`config.mk`:
```
export PLATFORM = sky130hd
export DESIGN_NAME = nvs_seq
export DESIGN_NICKNAME = d
export VERILOG_FILES = /design/src/rtl/nvs_pkg.sv /design/src/rtl/nvs_arbiter.sv /design/src/rtl/nvs_ctrl.sv /design/src/rtl/nvs_arrays.sv /design/src/rtl/nvs_seq.sv
export SDC_FILE = /design/constraint.sdc
export NUM_CORES = 1
export LEC_CHECK = 0
export BUFFER_PORTS_ARGS = -buffer_cell sky130_fd_sc_hd__buf_4
export CORE_ASPECT_RATIO = 0.75
export CORE_MARGIN = 3
export CORE_UTILIZATION = 35
export CTS_CLUSTER_SIZE = 24
export DETAILED_ROUTE_END_ITERATION = 10
export PLACE_DENSITY = 0.55
export SETUP_SLACK_MARGIN = 0.15
export SYNTH_ARGS = -nofsm -noshare
export SYNTH_HDL_FRONTEND = slang
export SYNTH_SLANG_ARGS = --single-unit
```
`constraint.sdc`:
```
create_clock -name clk -period 8.2 [get_ports clk]
set_input_delay 0.41 -clock clk [delete_from_list [all_inputs] [get_ports clk]]
set_output_delay 0.41 -clock clk [all_outputs]
set_load 0.01 [all_outputs]
```
`src/rtl/nvs_pkg.sv`:
```
package nvs_pkg;

    typedef enum logic [2:0] {
        PH_IDLE   = 3'd0,
        PH_ERASE  = 3'd1,
        PH_PROG   = 3'd2,
        PH_RECALL = 3'd3,
        PH_LOCK   = 3'd4
    } phase_e;

    localparam logic [2:0] CMD_STORE  = 3'd1;
    localparam logic [2:0] CMD_RECALL = 3'd2;
    localparam logic [2:0] CMD_AS_OFF = 3'd3;
    localparam logic [2:0] CMD_AS_ON  = 3'd4;

    typedef enum logic [2:0] {
        TRG_NONE,
        TRG_PWR,
        TRG_PIN,
        TRG_SW,
        TRG_RCL
    } trig_e;

    typedef struct packed {
        logic pwr;
        logic pin;
        logic sw;
        logic rcl;
    } req_t;

    function automatic trig_e pick_trigger(req_t r);
        if (r.pwr)      return TRG_PWR;
        else if (r.pin) return TRG_PIN;
        else if (r.sw)  return TRG_SW;
        else if (r.rcl) return TRG_RCL;
        return TRG_NONE;
    endfunction

    function automatic int max3(int a, int b, int c);
        int m;
        m = (a > b) ? a : b;
        return (m > c) ? m : c;
    endfunction

endpackage

```
`src/rtl/nvs_arbiter.sv`:
```
module nvs_arbiter
    import nvs_pkg::*;
(
    input  logic       idle,
    input  logic       cmd_vld,
    input  logic [2:0] cmd,
    input  logic       hw_req,
    input  logic       pwr_fail,
    input  logic       dirty,
    input  logic       auto_en,
    output trig_e      trig,
    output logic       as_off,
    output logic       as_on
);
    req_t req;

    always_comb begin
        req.pwr = pwr_fail & auto_en & dirty;
        req.pin = hw_req & dirty;
        req.sw  = cmd_vld & (cmd == CMD_STORE);
        req.rcl = cmd_vld & (cmd == CMD_RECALL);
        trig    = idle ? pick_trigger(req) : TRG_NONE;
        as_off  = idle & cmd_vld & (cmd == CMD_AS_OFF);
        as_on   = idle & cmd_vld & (cmd == CMD_AS_ON);
    end
endmodule

```
`src/rtl/nvs_ctrl.sv`:
```
module nvs_ctrl
    import nvs_pkg::*;
#(
    parameter int ERASE_CYC  = 6,
    parameter int PROG_CYC   = 8,
    parameter int RECALL_CYC = 5
) (
    input  logic   clk,
    input  logic   rst,
    input  trig_e  trig,
    input  logic   as_off,
    input  logic   as_on,
    input  logic   wr_done,
    output phase_e phase,
    output logic   erase_done,
    output logic   prog_done,
    output logic   rcl_done,
    output logic   dirty,
    output logic   auto_en
);
    localparam int MAXC = max3(ERASE_CYC, PROG_CYC, RECALL_CYC);
    localparam int CW   = $clog2(MAXC + 1);

    logic [CW-1:0] cnt;
    logic          from_pwr;
    logic          last;

    assign last       = (cnt == '0);
    assign erase_done = (phase == PH_ERASE)  && last;
    assign prog_done  = (phase == PH_PROG)   && last;
    assign rcl_done   = (phase == PH_RECALL) && last;

    always_ff @(posedge clk) begin
        if (rst) begin
            phase    <= PH_IDLE;
            cnt      <= '0;
            dirty    <= 1'b0;
            auto_en  <= 1'b1;
            from_pwr <= 1'b0;
        end else begin
            case (phase)
                PH_IDLE: begin
                    if (wr_done) dirty <= 1'b1;
                    if (as_off)  auto_en <= 1'b0;
                    if (as_on)   auto_en <= 1'b1;
                    if (trig == TRG_RCL) begin
                        phase <= PH_RECALL;
                        cnt   <= CW'(RECALL_CYC - 1);
                    end else if (trig != TRG_NONE) begin
                        phase    <= PH_ERASE;
                        cnt      <= CW'(ERASE_CYC - 1);
                        from_pwr <= (trig == TRG_PWR);
                    end
                end
                PH_ERASE: begin
                    if (last) begin
                        phase <= PH_PROG;
                        cnt   <= CW'(PROG_CYC - 1);
                    end else begin
                        cnt <= cnt - 1'b1;
                    end
                end
                PH_PROG: begin
                    if (last) begin
                        phase <= from_pwr ? PH_LOCK : PH_IDLE;
                        dirty <= 1'b0;
                    end else begin
                        cnt <= cnt - 1'b1;
                    end
                end
                PH_RECALL: begin
                    if (last) begin
                        phase <= PH_IDLE;
                        dirty <= 1'b0;
                    end else begin
                        cnt <= cnt - 1'b1;
                    end
                end
                default: phase <= PH_LOCK;
            endcase
        end
    end
endmodule

```
`src/rtl/nvs_arrays.sv`:
```
module nvs_arrays #(
    parameter int ADDR_W = 4,
    parameter int DATA_W = 8
) (
    input  logic              clk,
    input  logic              rst,
    input  logic              acc,
    input  logic              we,
    input  logic [ADDR_W-1:0] addr,
    input  logic [DATA_W-1:0] wdata,
    input  logic              erase_done,
    input  logic              prog_done,
    input  logic              rcl_done,
    output logic [DATA_W-1:0] rdata
);
    localparam int DEPTH = 1 << ADDR_W;

    logic [DATA_W-1:0] sram [DEPTH];
    logic [DATA_W-1:0] shadow [DEPTH];

    always_ff @(posedge clk) begin
        for (int i = 0; i < DEPTH; i++) begin
            if (rst)
                sram[i] <= '0;
            else if (rcl_done)
                sram[i] <= shadow[i];
            else if (acc && we && addr == ADDR_W'(i))
                sram[i] <= wdata;
        end
    end

    always_ff @(posedge clk) begin
        for (int i = 0; i < DEPTH; i++) begin
            if (erase_done)
                shadow[i] <= '0;
            else if (prog_done)
                shadow[i] <= sram[i];
        end
    end

    always_ff @(posedge clk) begin
        if (rst)
            rdata <= '0;
        else if (acc && !we)
            rdata <= sram[addr];
    end
endmodule

```
`src/rtl/nvs_seq.sv`:
```
module nvs_seq
    import nvs_pkg::*;
#(
    parameter int ADDR_W     = 4,
    parameter int DATA_W     = 8,
    parameter int ERASE_CYC  = 6,
    parameter int PROG_CYC   = 8,
    parameter int RECALL_CYC = 5
) (
    input  logic              clk,
    input  logic              rst,
    input  logic              mem_req_i,
    input  logic              mem_we_i,
    input  logic [ADDR_W-1:0] mem_addr_i,
    input  logic [DATA_W-1:0] mem_wdata_i,
    output logic              mem_gnt_o,
    output logic [DATA_W-1:0] mem_rdata_o,
    input  logic              cmd_vld_i,
    input  logic [2:0]        cmd_i,
    input  logic              hw_store_i,
    input  logic              pwr_fail_i,
    output logic              rdy_o,
    output logic              busy_n_o,
    output logic [2:0]        phase_o
);
    phase_e phase;
    trig_e  trig;
    logic   idle, as_off, as_on, dirty_q, auto_en;
    logic   erase_done, prog_done, rcl_done;

    assign idle      = (phase == PH_IDLE);
    assign mem_gnt_o = mem_req_i & idle;
    assign rdy_o     = ~idle;
    assign busy_n_o  = idle;
    assign phase_o   = phase;

    nvs_arbiter u_arb (
        .idle     (idle),
        .cmd_vld  (cmd_vld_i),
        .cmd      (cmd_i),
        .hw_req   (hw_store_i),
        .pwr_fail (pwr_fail_i),
        .dirty    (dirty_q),
        .auto_en  (auto_en),
        .trig     (trig),
        .as_off   (as_off),
        .as_on    (as_on)
    );

    nvs_ctrl #(
        .ERASE_CYC  (ERASE_CYC),
        .PROG_CYC   (PROG_CYC),
        .RECALL_CYC (RECALL_CYC)
    ) u_ctrl (
        .clk        (clk),
        .rst        (rst),
        .trig       (trig),
        .as_off     (as_off),
        .as_on      (as_on),
        .wr_done    (mem_gnt_o & mem_we_i),
        .phase      (phase),
        .erase_done (erase_done),
        .prog_done  (prog_done),
        .rcl_done   (rcl_done),
        .dirty      (dirty_q),
        .auto_en    (auto_en)
    );

    nvs_arrays #(
        .ADDR_W (ADDR_W),
        .DATA_W (DATA_W)
    ) u_mem (
        .clk        (clk),
        .rst        (rst),
        .acc        (mem_gnt_o),
        .we         (mem_we_i),
        .addr       (mem_addr_i),
        .wdata      (mem_wdata_i),
        .erase_done (erase_done),
        .prog_done  (prog_done),
        .rcl_done   (rcl_done),
        .rdata      (mem_rdata_o)
    );
endmodule

```
==> results of run 1 <==
how the worst max path moves through the flow:
stage	startpoint	endpoint	slack (ns)	cells past startpoint
global route	u_ctrl.cnt[0]	u_mem.shadow[3][31]	4.06	7
finish	u_ctrl.cnt[0]	u_mem.shadow[3][13]	4.33	7
detailed placement	u_ctrl.cnt[0]	u_mem.shadow[2][28]	4.35	7
global placement	u_ctrl.cnt[0]	u_mem.shadow[2][12]	4.55	7
CTS	u_ctrl.cnt[0]	u_mem.shadow[0][6]	4.29	7
floorplan	u_ctrl.cnt[0]	u_mem.shadow[0][0]	0.20	4
where the power goes:
group	internal (uW)	switching (uW)
combinational	183	425
clock	748	558
sequential	1890	102
placed cells by master (no fill, tap or decap), types with 3 or more instances in the layout:
cell / instances
edfxtp_1: 256
nand2_1: 143
and2_1: 129
o21ai_0: 73
buf_4: 57
o21ai_1: 51
mux4_2: 32
clkbuf_16: 29
a22o_1: 26
dfxtp_1: 18
inv_1: 9
nor2_1: 8
mux2i_1: 8
a22oi_1: 7
clkinv_2: 7
o211ai_2: 6
a21oi_1: 5
nand3_1: 5
nor2b_1: 5
clkinv_1: 5
o211ai_1: 4
clkbuf_8: 4
clkbuf_1: 4
nand2b_1: 3
nor3_2: 3
per-layer routing:
metal	track usage (%)	up-vias	share of wire (%)
li1	-	3396	-
met1	26.63	3893	46
met2	25.95	294	44
met3	3.812	43	7.9
met4	3.753	0	2.0
met5	0	-	0
metrics by stage:
| stage | setup WS, ns | utilization (%) | instances | area (um2) |
|---|---|---|---|---|
| after floorplan | 0.2047 | - | 898 | 12080 |
| after global placement | 4.547 | 38.05 | 1347 | 12840 |
| after detailed placement | 4.347 | 38.05 | 1347 | 12840 |
| after CTS | 4.292 | 40.82 | 1401 | 13770 |
| after global routing | 4.056 | 40.82 | 1401 | 13770 |
| final | 4.333 | 40.82 | 1401 | 13770 |
registers in the layout, indices dropped and copies added (netlist names):
| name | count |
|---|---|
| u_mem.shadow | 128 |
| u_mem.sram | 128 |
| u_mem.rdata | 8 |
| u_ctrl.cnt | 4 |
| u_ctrl.phase | 3 |
| u_ctrl.auto_en | 1 |
| u_ctrl.dirty | 1 |
| u_ctrl.from_pwr | 1 |
worst register-to-register path: cells and delay by family (launching register included):
kind                       cells  cell delay (ns)
and+or+nand+nor                2             0.99
buffers and inverters          3             1.60
adders and majority gates      1             0.22
AOI/OAI and AO/OA              1             0.24
DFF                            1             0.33
cells by family (layout without fill, tap and decap cells):
kind of cell    Yosys count  after routing
mux                      40             40
flops                   274            274
simple gates            320            320
xor+xnor                  1              1
buf+inv                  68            121
fa+ha+maj                 1              1
compound gates          194            194
layout make-up:
cell class | instances | area, um2 | area share [%]
inverters | 10 | 37.54 | 0.2725
clock buffers | 37 | 795.8 | 5.777
repair buffers | 57 | 427.9 | 3.107
clock inverters | 17 | 140.1 | 1.017
well taps | 450 | 563.0 | 4.088
flip-flops and latches | 274 | 8048 | 58.42
multi-input cells | 556 | 3762 | 27.31
==> flow_summary.toml, run 1 <==
[place]
dp_hpwl_um = 19230
place_congestion = 0.7794
portBuffers = 35

[power_and_ir_drop]
power.total_uw = 3902
p_leak_uw = 0.004686
power_density_mw_per_mm2 = 283.3
peakVddDrop_mv = 0.1785

[logic_synthesis]
ys_async_sr_fraction_pct = 0
muxShareOfSynthArea_pct = 6.627
ys.flop_type = "edfxtp_1"
yosysMostFrequentCell = "edfxtp_1"
ys_top_cells_by_area = "edfxtp_1, and2_1, mux4_2"
synth_top_area_share_pct = 63.62
yosysSeqAreaShare_pct = 66.60
synth_area_mm2 = 0.01208
ys_warn_count = 0
synth_xor_area_share_pct = 0.07248
synth_edf_count = 256
syn_inst = 898
syn-num-nets = 921
ys_types = 60
syn_avg_cell_area_um2 = 13.46
post-synth-top-area-cell = "edfxtp_1"
ys_ff_latch = 274
yosys.area_share.simple_pct = 14.03
synthTopCellsByCount = "edfxtp_1, nand2_1, and2_1, o21ai_0, o21ai_1"
synth-compound-area-share_pct = 10.05
synth_top_family_by_area = "simple AND/OR/NAND/NOR gates"
yosys.area_share.adder_pct = 0.1035

[worst_setup_path]
worstPathRequired_ns = 8.38
cp-start-kind = "flip-flop"
setup.reg_to_reg.worst_slack_ns = 4.33
cp_top_family = "buffers and inverters"
path_class = "reg -> reg"
r2r_end = "u_mem.shadow[3][13]"
timing.rr.start = "u_ctrl.cnt[0]"
worstPathArrival_ns = 4.04
r2r_cells = 7
end_kind = "flip-flop"
crit_buf_inv = 3
cpPeakStageDelay_ns = 0.88
critPathMaxFanout = 74
worstPathCellList = "inv_1 > ha_1 > nor3b_1 > nand3_1 > o22ai_4 > buf_4 > buf_4"
cpMostUsedCell = "buf_4"
crit_slowest_cell = "buf_4"

[routing]
drc = 0
dr.pass1.iters = 5
vias = 7626
routedWlPerCell_um = 23.13
drtIter0Drc = 762
via_per_inst = 5.443
antenna_left = 0
drt-total-wl_um = 32400

[cts]
cts.htree.levels = 1
cts_setup_buffers = 0
cts_tree = "done"
root_buffer = "clkbuf_16"
clkLatencyLatePin_ns = 0.56
cts_num_sinks = 274
cts_buffer_depth = 3
path_clk_slew_ns = 0.06
post_cts_resized = 0
ctsHoldBuffers = 0
cts_buffers = 29

[cells_and_area]
syn_to_final_growth_pct = 13.99
drive_gt1_share_pct = 16.82
final_nets = 951
fillers = 3128
n_antenna_cell = 0

[hold_path]
min_path_type = "in -> reg"
holdCritStartpoint = "rst"
whs_path_depth = 2
hold_path_end = "u_ctrl.cnt[3]"

[timing]
rsz0062_at_grt = "false"
max_freq_ghz = 0.2586
tightest_slew_ns = 1.186
maxSlewViolCount = 0
whs_ns = 0.1707
clock_skew_ns = 0.01767
period_needed_ns = 3.867
finalSetupTns_ns = 0
hold_viol = 0
finalCritPeriodShare_pct = 47.16
setup_viol = 0
max_slew_margin_pct = 20.39

[global_routing]
antenna_found_initial = 0
grt-ovfl-total = 0
gr-usage-all-layers_pct = 17.56
grt_max_degree = 75
grt_pass1_vias = 7456
grt_pass1_wl_um = 48360

[floorplan]
die_w_um = 220.6
start_util_pct = 35.81
die_area_mm2 = 0.03681
die_y_um = 166.9
core_mm2 = 0.03374
std_cell_rows = 58
top_level_ports = 36

[status]
status = "complete, no violations"

[job]
maxCapViolCount = 0
Power figures use the tool's default switching activity.
==> run 2: changes to the inputs <==
- PLACE_DENSITY: 0.55 -> 0.53
- clock period: 8.2 -> 4 ns (I/O delays scaled with it)
==> run 2 against run 1 <==
Net effect:
- combinational power increased by 110%
- utilization is 0.65 points higher
- via count rose by 0.52%
- clock power up 130%
- register-to-register slack got worse by 3.2 ns
- worst setup slack got worse by 3.2 ns
- sequential power grew 110%
- hold slack worse by 0.14 ns
- final area rose by 1.6%
- wire length grew 1.3%
- final cell count increased by 0.36%
- global-route usage hardly changed
==> flow_summary.toml, run 2 (synthesis gave the netlist of run 1 again) <==
[status]
status = "complete, no violations"

[place]
placed_cells = 1348
place_area_mm2 = 0.01288
portBuffers = 35
place_congestion = 0.8188
dp_hpwl_um = 19820

[cells_and_area]
design_area_mm2 = 0.01399
layout_common_cells = "edfxtp_1, nand2_1, and2_1"
n_antenna_cell = 0
ff_latch_area_mm2 = 0.008048
fillers = 3136
drive_gt1_share_pct = 17.26
post-route-util_pct = 41.47
layout_commonest_cell = "edfxtp_1"
final_nets = 956
syn_to_final_growth_pct = 15.81
reg_top3 = "u_mem.shadow (128), u_mem.sram (128), u_mem.rdata (8)"
multi_input_area_mm2 = 0.003762
instances_no_fill = 1406

[routing]
vias = 7666
antenna_left = 0
via_per_inst = 5.452
drt-total-wl_um = 32820
dr.pass1.iters = 5
drc = 0
drtIter0Drc = 811
routedWlPerCell_um = 23.34

[global_routing]
gr-usage-all-layers_pct = 17.55
grt_pass1_vias = 7529
grt_max_degree = 129
grt-ovfl-total = 0
antenna_found_initial = 0
grt_pass1_wl_um = 48690

[worst_setup_path]
path_class = "reg -> reg"
critPathMaxFanout = 16
cpPeakStageDelay_ns = 0.47
cp-start-kind = "flip-flop"
setup.reg_to_reg.worst_slack_ns = 1.10
r2r_end = "u_mem.sram[12][3]"
timing.rr.start = "u_ctrl.cnt[0]"
r2r_cells = 7
worstPathRequired_ns = 4.26
end_kind = "flip-flop"
cp_top_family = "simple AND/OR/NAND/NOR gates"
worstPathArrival_ns = 3.16
worstPathCellList = "inv_1 > ha_1 > nor3b_1 > nand3_1 > o21a_1 > o21ai_0 > buf_4"
crit_buf_inv = 2
crit_slowest_cell = "nor3b_1"

[floorplan]
start_util_pct = 35.81
std_cell_rows = 58
die_area_mm2 = 0.03681
top_level_ports = 36
die_w_um = 220.6
core_mm2 = 0.03374
die_y_um = 166.9

[cts]
path_clk_slew_ns = 0.06
cts_buffers = 29
cts.htree.levels = 1
cts_num_sinks = 274
cts_buffer_depth = 3
root_buffer = "clkbuf_16"
cts_tree = "done"
clkLatencyLatePin_ns = 0.55

[power_and_ir_drop]
p_leak_uw = 0.004772
power_density_mw_per_mm2 = 596.3
peakVddDrop_mv = 0.4746

[timing]
max_freq_ghz = 0.3443
finalSetupTns_ns = 0
setup_viol = 0
hold_viol = 0
maxSlewViolCount = 0
clock_skew_ns = 0.007602
whs_ns = 0.03476
finalCritPeriodShare_pct = 72.61
period_needed_ns = 2.904
max_slew_margin_pct = 32.83
rsz0062_at_grt = "false"
tightest_slew_ns = 1.001

[hold_path]
hold_path_end = "u_mem.sram[2][0]"
whs_path_depth = 2
holdCritStartpoint = "mem_wdata_i[0]"
min_path_type = "in -> reg"

[job]
maxCapViolCount = 0
run 2: worst max path at each step:
stage	slack, ns	cells after the start	to	start
floorplan	0.24	5	u_mem.shadow[0][0]	u_ctrl.cnt[0]
global placement	1.19	7	u_mem.sram[6][0]	u_ctrl.cnt[0]
detailed placement	1.16	7	u_mem.sram[12][7]	u_ctrl.cnt[0]
CTS	1.12	7	u_mem.sram[12][3]	u_ctrl.cnt[0]
global route	0.85	7	u_mem.sram[12][5]	u_ctrl.cnt[0]
finish	1.10	7	u_mem.sram[12][3]	u_ctrl.cnt[0]
run 2: layout make-up:
class	count	area share, %
inverters	10	0.2682
clock buffers	39	6.026
repair buffers	62	3.666
well taps	450	4.023
flip-flops and latches	274	57.51
clock inverters	15	1.627
multi-input cells	556	26.88
run 2: where the power goes:
part / switching [uW] / leakage, uW / internal [uW]
Clock: 1150 / 0.000527 / 1860
Sequential: 215 / 0.00268 / 3860
Combinational: 866 / 0.00156 / 392
Total: 2230 / 0.00477 / 6110
run 2: layer usage:
| layer | wire, um | vias to the layer above | track usage [%] |
|---|---|---|---|
| met2 | 14660 | 280 | 26.99 |
| li1 | - | 3409 | - |
| met3 | 1978 | 60 | 1.934 |
| met5 | 0 | - | 0 |
| met4 | 816 | 0 | 4.226 |
| met1 | 15360 | 3917 | 26.68 |
run 2: per-stage QoR:
step	total power (uW)	setup WS [ns]
after global placement	5375	1.185
after detailed placement	5388	1.158
after floorplan	4892	0.2445
final	8345	1.096
after CTS	8399	1.125
after global routing	8654	0.8450
run 2: repair_timing:
item	in CTS	in global routing
endpoints found under the hold margin	8	0
hold buffers	4	0
resized for setup	0	0
buffers inserted	0	0
